$ cat config.mk
export PLATFORM = sky130hd
export DESIGN_NAME = ebc_selfcheck
export DESIGN_NICKNAME = d
export VERILOG_FILES = /design/src/rtl/ebc_pkg.sv /design/src/rtl/ebc_capture.sv /design/src/rtl/ebc_delay_line.sv /design/src/rtl/ebc_err_jk.sv /design/src/rtl/ebc_selfcheck.sv
export SDC_FILE = /design/constraint.sdc
export NUM_CORES = 1
export LEC_CHECK = 0
export BUFFER_PORTS_ARGS = -buffer_cell sky130_fd_sc_hd__clkbuf_2
export CORE_UTILIZATION = 40
export DETAILED_ROUTE_END_ITERATION = 16
export GPL_ROUTABILITY_DRIVEN = 0
export MAX_ROUTING_LAYER = met4
export PLACE_DENSITY = 0.74
export SKIP_CTS_REPAIR_TIMING = 1
export SYNTH_ARGS = -nofsm -noshare
export SYNTH_HDL_FRONTEND = slang
export SYNTH_SLANG_ARGS = --single-unit
$ cat constraint.sdc
create_clock -name clk -period 2.8 [get_ports clk]
set_clock_uncertainty 0.2 [all_clocks]
set_input_delay 0 -clock clk [delete_from_list [all_inputs] [get_ports clk]]
set_output_delay 0 -clock clk [all_outputs]
set_load 0.01 [all_outputs]
$ cat src/rtl/ebc_pkg.sv
package ebc_pkg;

    typedef enum logic [1:0] {
        ST_IDLE   = 2'd0,
        ST_WATCH  = 2'd1,
        ST_SETTLE = 2'd2
    } ebc_state_e;

endpackage

$ cat src/rtl/ebc_capture.sv
module ebc_capture #(
    parameter int AW = 10
) (
    input  logic          clk,
    input  logic          rst_n,
    input  logic          en,
    input  logic [AW-1:0] addr_in,
    input  logic          bit_in,
    output logic [AW-1:0] addr_q,
    output logic          bit_q
);

    always_ff @(posedge clk) begin
        if (!rst_n) begin
            addr_q <= '0;
            bit_q  <= 1'b0;
        end else if (en) begin
            addr_q <= addr_in;
            bit_q  <= bit_in;
        end
    end

endmodule

$ cat src/rtl/ebc_delay_line.sv
module ebc_delay_line #(
    parameter int N = 3
) (
    input  logic clk,
    input  logic rst_n,
    input  logic d,
    output logic q
);

    logic [N-1:0] sr;

    generate
        if (N == 1) begin : g_single
            always_ff @(posedge clk) begin
                if (!rst_n) sr <= '0;
                else        sr <= d;
            end
        end else begin : g_chain
            always_ff @(posedge clk) begin
                if (!rst_n) sr <= '0;
                else        sr <= {sr[N-2:0], d};
            end
        end
    endgenerate

    assign q = sr[N-1];

endmodule

$ cat src/rtl/ebc_err_jk.sv
module ebc_err_jk (
    input  logic clk,
    input  logic rst_n,
    input  logic set_j,
    input  logic clr_k,
    output logic q
);

    // Clear takes precedence over set when both arrive together.
    always_ff @(posedge clk) begin
        if (!rst_n)     q <= 1'b0;
        else if (clr_k) q <= 1'b0;
        else if (set_j) q <= 1'b1;
    end

endmodule

$ cat src/rtl/ebc_selfcheck.sv
module ebc_selfcheck
    import ebc_pkg::*;
#(
    parameter int AW     = 10,
    parameter int STAGES = 3
) (
    input  logic          clk,
    input  logic          rst_n,
    input  logic          clr_err,
    input  logic          ld_req,
    input  logic [AW-1:0] wr_addr,
    input  logic          wr_bit,
    input  logic [AW-1:0] rd_addr,
    input  logic          rd_bit,
    input  logic          fill_inhibit,
    input  logic          clk_activity,
    output logic          cmp_err
);

    localparam int ADDR_MSB = AW - 1;

    ebc_state_e        st_q, st_d;
    logic [ADDR_MSB:0] cap_addr;
    logic              cap_bit;
    logic              cap_en;
    logic              addr_eq;
    logic              pipe_in;
    logic              pipe_out;
    logic              cmp_fire;
    logic              err_q;

    assign addr_eq = (rd_addr == cap_addr);

    // State register
    always_ff @(posedge clk) begin
        if (!rst_n) st_q <= ST_IDLE;
        else        st_q <= st_d;
    end

    // Next-state logic
    always_comb begin
        st_d = st_q;
        unique case (st_q)
            ST_IDLE:   if (ld_req)   st_d = ST_WATCH;
            ST_WATCH:  if (addr_eq)  st_d = ST_SETTLE;
            ST_SETTLE: if (pipe_out) st_d = ST_IDLE;
            default:                 st_d = ST_IDLE;
        endcase
    end

    // Per-state outputs
    always_comb begin
        cap_en   = 1'b0;
        pipe_in  = 1'b0;
        cmp_fire = 1'b0;
        unique case (st_q)
            ST_IDLE:   cap_en   = ld_req;
            ST_WATCH:  pipe_in  = addr_eq;
            ST_SETTLE: cmp_fire = pipe_out & ~fill_inhibit & (cap_bit ^ rd_bit);
            default: ;
        endcase
    end

    ebc_capture #(.AW(AW)) u_cap (
        .clk     (clk),
        .rst_n   (rst_n),
        .en      (cap_en),
        .addr_in (wr_addr),
        .bit_in  (wr_bit),
        .addr_q  (cap_addr),
        .bit_q   (cap_bit)
    );

    ebc_delay_line #(.N(STAGES)) u_dly (
        .clk   (clk),
        .rst_n (rst_n),
        .d     (pipe_in),
        .q     (pipe_out)
    );

    ebc_err_jk u_err (
        .clk   (clk),
        .rst_n (rst_n),
        .set_j (cmp_fire),
        .clr_k (clr_err),
        .q     (err_q)
    );

    assign cmp_err = err_q & clk_activity;

endmodule

### Word level (Yosys, flattened, before mapping)

Index checks and enable logic that the tools add are counted.

* bits in registers: 17
* input bits: 28
* output and inout bits: 1
* logic and storage cells: 28

* equal/unequal tests: 6
* multiplexer cells: 6
* bitwise gates (word level): 6
* reductions and logical operators: 4

Operator list (number)
* $eq 10x10->1: 1
* $mux 2: 3
* $pmux 2 s3: 1
* $ne 2x2->1 const B: 2
* $and 1x1->1: 3
* $reduce_and 3->1: 1
* $eq 2x1->1 const B: 1
* $eq 2x2->1 const B: 1
* $logic_not 2->1: 1
* $mux 1: 2
* $ne 2x1->1 const B: 1
* $not 1->1: 2
* $reduce_and 2->1: 1
* $reduce_or 2->1: 1
* $xor 1x1->1: 1

### Depth between registers and ports, before layout

* word-level depth: 4
* gate-level depth with buffers: 5
* mapped depth without buffers: 4

### Modules after synthesis

From an unflattened synthesis, not the netlist that was laid out.

* cell total of the unflattened synthesis: 70
* area total of the unflattened synthesis: 753.2 µm²

Modules (own cells, without submodules)
* ebc_capture: times used 1, cells each 35, area an instance 414.1 µm², seq. area each 220.2 µm²
* ebc_selfcheck: times used 1, cells each 26, area an instance 224.0 µm², seq. area each 40.0 µm²
* ebc_delay_line: times used 1, cells each 6, area an instance 78.8 µm², seq. area each 60.1 µm²
* ebc_err_jk: times used 1, cells each 3, area an instance 36.3 µm², seq. area each 20.0 µm²

### Least setup slack after synthesis

No wires, ideal clock.

* kind: register to register
* start point: register u_cap.addr_q[5]
* end point: register u_dly.sr[0]
* library setup time: 0.060 ns
* arrival: 1.040 ns
* data required time: 2.540 ns
* slack: 1.500 ns
* stages on the path, launching flop included: 5
* path buffers: 0
* period minus slack after synthesis: 1.300 ns
* path through: dfxtp_1 xor2_1 nand4bb_1 nor4b_2 and3_1

* word-level cells in the longest chain between the ends: 1

RTL lines
* start: declaration: line ebc_capture.sv:9 `output logic [AW-1:0] addr_q,`
* start signal: assignment: line ebc_capture.sv:18 `addr_q <= addr_in;`
* $eq 10x10->1: line ebc_selfcheck.sv:32 `assign addr_eq = (rd_addr == cap_addr);`
* end signal: assignment: line ebc_delay_line.sv:21 `else sr <= {sr[N-2:0], d};`
* end: declaration: line ebc_delay_line.sv:10 `logic [N-1:0] sr;`

Every way passes these cells.
A chain may end at the register's enable or synchronous reset.

### Final worst setup path

* start point: input port rd_addr[1]
* end point: register st_q[0]

* word-level cells in the longest chain between the ends: 3

RTL lines
* start: declaration: line ebc_selfcheck.sv:13 `input logic [AW-1:0] rd_addr,`
* $eq 10x10->1: line ebc_selfcheck.sv:32
* $ne 2x2->1 (no source line)
* $reduce_and 3->1 (no source line)
* end signal: assignment: line ebc_selfcheck.sv:37 `else st_q <= st_d;`
* end: declaration: line ebc_selfcheck.sv:22 `ebc_state_e st_q, st_d;`

Every way passes these cells.

==> impl_metrics.toml <==
[detailed_routing]
wirelength_um = 1781
drt_iter0_markers = 5
vias_per_cell = 4.529
drc = 0
vias = 770
avgRoutedWirePerCell_um = 10.48
ant_nets = 0
dr.pass1.iters = 4

[floorplanning]
core.rowCount = 15
initial_core_util = 0.4372
io-pin-count = 29
fp.dieH_um = 46.15
dieArea_mm2 = 0.002129
die_x_um = 46.15
fp.coreArea_mm2 = 0.001783

[cells_and_area]
antenna_cells = 0
syn2layout_area_growth_pct = 60.99
multiInputGateArea_um2 = 425.4
fin_nets = 174
fin_cells = 170
regArea_um2 = 340.3
drive_gt1_frac = 0.2414
n_fill_cell = 144
final_cell_area_mm2 = 0.001255

[sta]
rsz0062_at_grt = "no"
slew_headroom = 0.7414
setup_tns_ns = 0
period_minus_slack_ns = 2.257
setup_violations = 0
fmax_mhz = 443.1
whs_ns = -0.005254
finalMaxSlewViolations = 0
setup_ws_ns = 0.5433
hold_violations = 1
fin_crit_sh = 0.8060
worst_pin_slew_ns = 0.3879

[status]
status = "finished with violations"
violations = "negative hold slack"

[power_and_ir_drop]
p_leak_nw = 0.5640
power_density_mw_per_mm2 = 390.0
irDropWorstVdd_uv = 339.4

[critical_path]
arrival_ns = 2.24
required_ns = 2.78
cpMostUsedCell = "dlygate4sd3_1"
path_cells = "dlygate4sd3_1, clkbuf_2, xnor2_1, nand2_1, dlygate4sd3_1, nor2_1, a21oi_1, dlygate4sd3_1"
r2r_start = "u_cap.addr_q[1]"
start_kind = "primary input"
r2r_cells = 6
path_buf_inv = 4
r2r_end = "st_q[0]"
cp_slowest_stage_delay_ns = 0.57
path_class = "in2reg"
cp_top_family = "buffers and inverters"
worst_path_max_delay_cell = "dlygate4sd3_1"
r2r_setup_slack_ns = 0.55
worst_setup_path_end_kind = "flop"
worstPathMaxFanout = 2
startpoint = "rd_addr[1]"

[clocking]
clk_path_buf_depth = 2
cts_inserted_buffers = 3
clk_latency_ns = 0.29
cts.sinks = 17
clk_pin_slew_worst_paths_ns = 0.10
htree_num_levels = 1
cts_root_buf = "clkbuf_4"
cts_tree = "yes"

[yosys]
synth.cell_area_um2 = 779.5
avgSynthCellArea_um2 = 8.960
synthesis.nets = 115
synth-seq-cells = 17
synth_cell_type_count = 22
yosysSeqAreaShare = 0.4366
yosysWarnings = 0
synthCells = 87

[placed_design]
place_ws_ns = 1.369
dp.cells = 137
place_area_um2 = 937.1
hpwlAfterDp_um = 1162
io_buffers = 28

[global_route]
grt_pass1_vias = 608
grt_max_degree = 17
grt_usage = 0.1654
antenna_found_initial = 0
overflow = 0
grt_first_pass_wirelength_um = 2401

[worst_hold_path]
min_path_type = "in2reg"
min_to = "u_dly.sr[0]"
hold_depth = 5
worstHoldStart = "rd_addr[4]"

[run]
drv_cap = 0
==> metal layers <==
| metal | track usage | vias to the layer above | routed length (um) |
|---|---|---|---|
| met3 | 0.03137 | 4 | 72 |
| met2 | 0.2592 | 25 | 879 |
| met1 | 0.1990 | 334 | 804 |
| met4 | 0.08824 | 0 | 23 |
| met5 | - | - | 0 |
| li1 | - | 407 | - |
==> how the worst max path moves through the flow <==
stage / to / slack (ns) / cells past startpoint
6_report: st_q[0] / 0.54 / 8
5_1_grt: st_q[0] / 0.46 / 6
4_1_cts: u_dly.sr[0] / 1.34 / 4
3_5_place_dp: u_dly.sr[0] / 1.37 / 4
3_3_place_gp: u_dly.sr[0] / 1.40 / 4
2_1_floorplan: u_dly.sr[0] / 1.50 / 4
==> registers in the layout, summed over array words and instances (netlist names) <==
register and cells:
u_dly.sr 3, st_q 2, u_cap.bit_q 1, u_cap.addr_q 10
u_err.q 1
==> through the flow <==
step	total power, mW	util
finish	0.4894	0.7039
global route	0.5177	0.7039
CTS	0.4629	0.5411
detailed placement	0.3331	0.5256
global placement	0.3311	0.5256
floorplan	0.3043	-
==> cells by family after synthesis <==
family | count (synthesis) | synth area share
AND/OR/NAND/NOR | 41 | 0.2761
XOR/XNOR | 11 | 0.1332
AO/OA/AOI/OAI | 15 | 0.1364
flip-flops | 17 | 0.4366
buffers and inverters | 3 | 0.01765
==> cell type report <==
class,count,area share
clock inverters,1,0.003988
repair buffers,57,0.3430
multi-input cells,67,0.3390
flip-flops and latches,17,0.2712
well taps,25,0.02493
clock buffers,3,0.01795
==> cells in the mapped netlist <==
cell type | n | area share
buf_2 | 2 | 0.013
a21boi_0 | 11 | 0.11
nor2_1 | 2 | 0.0096
nor3b_1 | 1 | 0.0096
clkbuf_1 | 1 | 0.0048
o21ai_0 | 1 | 0.0064
xnor2_2 | 1 | 0.021
nand4bb_1 | 1 | 0.014
xor2_1 | 5 | 0.056
nand4_1 | 1 | 0.0080
a21oi_1 | 2 | 0.013
and2_1 | 4 | 0.032
a31o_1 | 1 | 0.011
nor4b_1 | 1 | 0.011
nor4bb_1 | 2 | 0.026
nand2_1 | 25 | 0.12
xnor2_1 | 5 | 0.056
nor4b_2 | 1 | 0.019
and3_1 | 1 | 0.0080
dfxtp_1 | 17 | 0.44
nor3_1 | 1 | 0.0064
and2b_2 | 1 | 0.011
==> worst min-delay path, cell delays in order <==
cell,delay (ns)
clkbuf_2,0.09
xnor2_1,0.06
nand2_1,0.08
nor4b_2,0.05
and3_1,0.16
==> where the power goes <==
group | total, mW | switching [mW] | internal [mW]
Clock | 0.130 | 0.0766 | 0.0531
Combinational | 0.101 | 0.0384 | 0.0621
Sequential | 0.259 | 0.00756 | 0.252
Total | 0.489 | 0.123 | 0.367
==> layout by cell type (no fill, tap or decap), types with 2 or more instances in the layout <==
cell            n
dlygate4sd3_1  29
clkbuf_2       28
nand2_1        25
dfxtp_1        17
a21boi_0       11
xor2_1          5
xnor2_1         5
and2_1          4
clkbuf_4        3
nor2_1          2
a21oi_1         2
nor4bb_1        2
No activity file was read; power rests on OpenSTA's default activity.
